$ cat config.mk
export PLATFORM = sky130hd
export DESIGN_NAME = mem_port_arbiter
export DESIGN_NICKNAME = d
export VERILOG_FILES = /design/src/rtl/arb_pkg.sv /design/src/rtl/arb_ctrl.sv /design/src/rtl/arb_dpath.sv /design/src/rtl/mem_port_arbiter.sv
export SDC_FILE = /design/constraint.sdc
export NUM_CORES = 1
export LEC_CHECK = 0
export CAP_MARGIN = 0
export CORE_AREA = 3 3 79 81
export CTS_CLUSTER_SIZE = 20
export DETAILED_ROUTE_END_ITERATION = 10
export DIE_AREA = 0 0 82 84
export PLACE_DENSITY = 0.83
export SYNTH_ARGS = -nofsm -noshare
export SYNTH_HDL_FRONTEND = slang
export SYNTH_SLANG_ARGS = --single-unit
$ cat constraint.sdc
create_clock -name clk -period 3.5 [get_ports clk]
set_clock_uncertainty 0.2 [all_clocks]
set_input_delay 0.7 -clock clk [delete_from_list [all_inputs] [get_ports clk]]
set_output_delay 0.7 -clock clk [all_outputs]
set_load 0.01 [all_outputs]
$ cat src/rtl/arb_pkg.sv
package arb_pkg;
  typedef enum logic [2:0] {
    ST_BOOT,
    ST_POLL,
    ST_ASK_RD,
    ST_ASK_WR,
    ST_BURST
  } arbState_t;

  // strobes from control to datapath
  typedef struct packed {
    logic reqOn;    // request presented to controller
    logic selWr;    // registered winner: 1 = write client
    logic takeOn;   // write beat take window
    logic validOn;  // read beat steering window
  } arbStrobes_t;
endpackage

$ cat src/rtl/arb_ctrl.sv
module arb_ctrl
  import arb_pkg::*;
#(
  parameter int BURST_LEN = 8
) (
  input  logic        clk,
  input  logic        rstN,
  input  logic        ctlInitDone,
  input  logic        rdReq,
  input  logic        wrReq,
  input  logic        memAck,
  input  logic        memDone,
  output arbStrobes_t strobes
);
  localparam int CNT_W = $clog2(BURST_LEN + 1);
  localparam logic [CNT_W-1:0] BEATS = CNT_W'(BURST_LEN);

  arbState_t state, stateNext;
  logic             selWr;
  logic [CNT_W-1:0] beatCnt;
  logic             doneSeen;
  logic             burstOver;

  assign burstOver = (memDone || doneSeen) && (beatCnt == '0);

  always_comb begin
    stateNext = state;
    unique case (state)
      ST_BOOT:   if (ctlInitDone) stateNext = ST_POLL;
      ST_POLL: begin
        if (rdReq)      stateNext = ST_ASK_RD;
        else if (wrReq) stateNext = ST_ASK_WR;
      end
      ST_ASK_RD,
      ST_ASK_WR: if (memAck) stateNext = ST_BURST;
      ST_BURST:  if (burstOver) stateNext = ST_POLL;
      default:   stateNext = ST_BOOT;
    endcase
  end

  always_ff @(posedge clk) begin
    if (!rstN) begin
      state    <= ST_BOOT;
      selWr    <= 1'b0;
      beatCnt  <= '0;
      doneSeen <= 1'b0;
    end else begin
      state <= stateNext;
      // the winner is latched once and held for the whole grant
      if (state == ST_POLL && (rdReq || wrReq))
        selWr <= !rdReq;
      if (state == ST_ASK_WR && memAck)
        beatCnt <= BEATS;
      else if (state == ST_BURST && beatCnt != '0)
        beatCnt <= beatCnt - 1'b1;
      if (state == ST_BURST && stateNext == ST_POLL)
        doneSeen <= 1'b0;
      else if (state == ST_BURST && memDone)
        doneSeen <= 1'b1;
    end
  end

  always_comb begin
    strobes.reqOn   = (state == ST_ASK_RD) || (state == ST_ASK_WR);
    strobes.selWr   = selWr;
    strobes.takeOn  = (state == ST_BURST) && (beatCnt != '0);
    strobes.validOn = (state == ST_BURST) && !selWr;
  end
endmodule

$ cat src/rtl/arb_dpath.sv
module arb_dpath
  import arb_pkg::*;
#(
  parameter int ADDR_W = 22,
  parameter int DATA_W = 32
) (
  input  arbStrobes_t       strobes,
  input  logic [ADDR_W-1:0] rdAddr,
  input  logic [ADDR_W-1:0] wrAddr,
  input  logic [DATA_W-1:0] wrData,
  input  logic              memAck,
  input  logic [DATA_W-1:0] memRdData,
  input  logic              memRdValid,
  output logic              memReq,
  output logic              memWrite,
  output logic [ADDR_W-1:0] memAddr,
  output logic [DATA_W-1:0] memWrData,
  output logic              rdGrant,
  output logic              wrGrant,
  output logic              rdValid,
  output logic [DATA_W-1:0] rdData,
  output logic              wrTake
);
  assign memReq    = strobes.reqOn;
  assign memWrite  = strobes.selWr;
  assign memAddr   = strobes.selWr ? wrAddr : rdAddr;
  assign memWrData = wrData;

  // acknowledge and beat strobes reach only the chosen client
  assign rdGrant = strobes.reqOn && !strobes.selWr && memAck;
  assign wrGrant = strobes.reqOn &&  strobes.selWr && memAck;
  assign rdValid = strobes.validOn && memRdValid;
  assign rdData  = memRdData;
  assign wrTake  = strobes.takeOn;
endmodule

$ cat src/rtl/mem_port_arbiter.sv
module mem_port_arbiter
  import arb_pkg::*;
#(
  parameter int ADDR_W    = 22,
  parameter int DATA_W    = 32,
  parameter int BURST_LEN = 8
) (
  input  logic              clk,
  input  logic              rstN,
  input  logic              ctlInitDone,
  input  logic              rdClientReq,
  input  logic [ADDR_W-1:0] rdClientAddr,
  output logic              rdClientGrant,
  output logic              rdClientValid,
  output logic [DATA_W-1:0] rdClientData,
  input  logic              wrClientReq,
  input  logic [ADDR_W-1:0] wrClientAddr,
  input  logic [DATA_W-1:0] wrClientData,
  output logic              wrClientGrant,
  output logic              wrClientTake,
  output logic              memReq,
  output logic              memWrite,
  output logic [ADDR_W-1:0] memAddr,
  input  logic              memAck,
  output logic [DATA_W-1:0] memWrData,
  input  logic [DATA_W-1:0] memRdData,
  input  logic              memRdValid,
  input  logic              memDone
);
  arbStrobes_t strobes;

  arb_ctrl #(.BURST_LEN(BURST_LEN)) u_ctrl (
    .clk        (clk),
    .rstN       (rstN),
    .ctlInitDone(ctlInitDone),
    .rdReq      (rdClientReq),
    .wrReq      (wrClientReq),
    .memAck     (memAck),
    .memDone    (memDone),
    .strobes    (strobes)
  );

  arb_dpath #(.ADDR_W(ADDR_W), .DATA_W(DATA_W)) u_dpath (
    .strobes   (strobes),
    .rdAddr    (rdClientAddr),
    .wrAddr    (wrClientAddr),
    .wrData    (wrClientData),
    .memAck    (memAck),
    .memRdData (memRdData),
    .memRdValid(memRdValid),
    .memReq    (memReq),
    .memWrite  (memWrite),
    .memAddr   (memAddr),
    .memWrData (memWrData),
    .rdGrant   (rdClientGrant),
    .wrGrant   (wrClientGrant),
    .rdValid   (rdClientValid),
    .rdData    (rdClientData),
    .wrTake    (wrClientTake)
  );
endmodule

==> flow_metrics.py <==
metrics = {
    "synth": {
        "ys.flop_type": "dfxtp_1",
        "avgSynthCellArea_um2": 8.65,
        "syn_area_um2": 1250,
        "yosysSeqAreaShare_pct": 14.4,
        "synth-edff-count": 0,
        "synth_top_area_share_pct": 38.3,
        "syn_inst": 145,
        "async_reset_ff_share_pct": 0,
        "synth_cell_type_count": 30,
        "synth_nets": 263,
        "ys_warn_count": 0,
        "yosysTopAreaCell": "buf_4",
        "synth_area_leaders": "buf_4, mux2_2, dfxtp_1",
        "ys_seq_elements": 9,
    },
    "sta": {
        "finalHoldViolCount": 0,
        "post-route-min-period_ns": 2.85,
        "final.setup.tns_ns": 0,
        "period_share_pct": 81.5,
        "slew_headroom_pct": 80.2,
        "finalSetupViolCount": 0,
        "worstMarginPinSlew_ns": 0.297,
        "rsz0062_at_grt": "false",
        "setup_slack_ns": 0.647,
        "slew_violations": 0,
        "fmax_mhz": 351,
    },
    "global_routing": {
        "grt_antenna_before_repair": 0,
        "grt_max_degree": 24,
        "grt_pass1_wl_um": 4890,
        "grt_pass1_vias": 1052,
        "grt_overflow": 0,
        "track_usage_pct": 9.12,
    },
    "clocking": {
        "clock_latency_ns": 0.23,
        "cts-resized-gates": 0,
        "clk_pin_slew_ns": 0.04,
        "postCtsSetupRepairBufs": 0,
        "clk_path_buf_depth": 2,
        "numCtsBuffers": 3,
        "cts.htree.levels": 1,
        "hold_buffers": 0,
        "ctsRootBufferMaster": "clkbuf_8",
        "cts_tree": "done",
        "clock-sinks": 9,
    },
    "die": {
        "die_w_um": 82,
        "dieArea_um2": 6890,
        "ios": 208,
        "core_um2": 5540,
        "dieHeight_um": 84,
        "initial_core_util_pct": 22.7,
        "rows": 27,
    },
    "placement": {
        "dp_hpwl_um": 2770,
        "place.gp.congestion": 0.794,
        "io_buffers": 79,
        "dpl_worst_slack_ns": 0.615,
    },
    "worst_hold_path": {
        "hp-class": "reg2reg",
    },
    "worst_setup_path": {
        "setup.worst_path.start_class": "input pin",
        "crit_path_end_kind": "output port",
        "path_class": "in2out",
        "crit_required_ns": 2.60,
        "path_max_fanout": 5,
        "critPathArrivalTime_ns": 1.95,
    },
    "finish": {
        "drive_gt1_share_pct": 19.8,
        "antennaDiodeCount": 0,
        "nFillCells": 590,
        "seq_area_um2": 180,
        "area_growth_pct": 34.9,
        "final_util_pct": 30.6,
        "multi_input_area_um2": 568,
        "final_nets": 281,
    },
    "outcome": {
        "status": "complete, no violations",
    },
    "power_and_ir_drop": {
        "netSwitchingPower_mw": 0.0970,
        "power_frac_clock_pct": 29.9,
        "swShare_pct": 24.3,
        "power_frac_comb_pct": 42.0,
        "power.leakage_nw": 0.635,
        "intPower_mw": 0.302,
        "seq_power_share_pct": 28.1,
        "ir_drop_mv": 0.141,
        "p_per_area_nw_per_um2": 236,
    },
    "route": {
        "ant_nets": 0,
        "routed_via_density": 4.06,
        "dr.pass1.iters": 4,
        "routed_wl_um": 3280,
        "drt_iter0_markers": 9,
        "route.detailed.drc": 0,
        "detail_route.wl_per_cell_um": 14.0,
        "vias": 949,
    },
    "job": {
        "cap_violations": 0,
    },
}
==> power groups by stage <==
stage          registers, mW  logic [mW]  clock network (mW)
2_1_floorplan          0.112       0.134                   0
3_3_place_gp           0.114       0.168                   0
3_5_place_dp           0.114       0.169                   0
4_1_cts                0.112       0.170               0.121
5_1_grt                0.113       0.180               0.129
6_report               0.112       0.168               0.119
==> kinds of logic (layout without fill, tap and decap cells) <==
family	after synthesis	in the layout	share of synthesized area, %
buffers and inverters	70	87	40.4
and+or+nand+nor	28	28	14.9
muxes	24	24	21.3
AOI/OAI and AO/OA	9	9	4.99
DFF	9	9	14.4
xor gates and xnor gates	3	3	2.09
adders and majority gates	2	2	1.99
==> state kept, by name, indices dropped and copies added (netlist names) <==
register and count:
u_ctrl.state 3, u_ctrl.beatCnt 4, u_ctrl.selWr 1, u_ctrl.doneSeen 1
==> through the flow <==
stage	cells	hold slack (ns)	instance area, um^2	power [mW]
finish	234	0.324	1690	0.399
global route	234	0.351	1690	0.422
CTS	234	0.321	1690	0.403
detailed placement	230	0.314	1650	0.283
global placement	230	0.297	1650	0.282
floorplan	145	0.289	1250	0.247
==> worst paths after layout <==
| check | from | endpoint | slack (ns) | cells after the start |
|---|---|---|---|---|
| min | u_ctrl.doneSeen | u_ctrl.doneSeen | 0.32 | 2 |
| min reg2reg | u_ctrl.doneSeen | u_ctrl.doneSeen | 0.32 | 2 |
| max | memAck | rdClientGrant | 0.65 | 4 |
| max reg2reg | u_ctrl.beatCnt[0] | u_ctrl.state[0] | 1.83 | 6 |
==> final cells by class <==
class | instances | share of cell area (%)
Clock buffer | 4 | 2.66
Tap cell | 72 | 5.32
Inverter | 3 | 0.665
Timing Repair Buffer | 80 | 47.2
Sequential cell | 9 | 10.6
Multi-Input combinational cell | 66 | 33.6
==> synth_stat cells (2+ instances only) <==
library cell and n:
inv_1 3, ha_1 2, nor2b_1 2, buf_4 64, nor3b_1 3, xor2_1 2
o21ai_0 2, a21oi_1 2, mux2i_1 2, nand2_1 6, buf_2 3, nor2_1 5
mux2_2 22, nand3_1 3, dfxtp_1 9
==> layer usage <==
metal | routed length, um | GRT usage (%)
met5 | 0 | 0
met4 | 85 | 3.93
met3 | 348 | 4.00
met2 | 1640 | 14.8
met1 | 1210 | 10.1
==> cells in the final DEF (no fill, tap or decap), drive strengths merged <==
cell,n
nand3,3
clkbuf,4
xnor2,1
xor2,2
dfxtp,9
buf,1
and2,1
nor3b,5
ha,2
clkdlybuf4s50,79
nand2,6
a22o,1
or3b,2
mux2,22
a211oi,1
o22ai,1
mux2i,2
a21boi,2
nor2,7
nor3,1
a21oi,2
inv,3
nor2b,2
and3,1
o21ai,2
==> worst max-delay path, cell delays in order <==
cell	delay [ns]
clkdlybuf4s50_1	0.53
nand2_1	0.08
nor2_1	0.10
clkdlybuf4s50_1	0.54
Note: power is estimated with default switching activity, not from simulation.
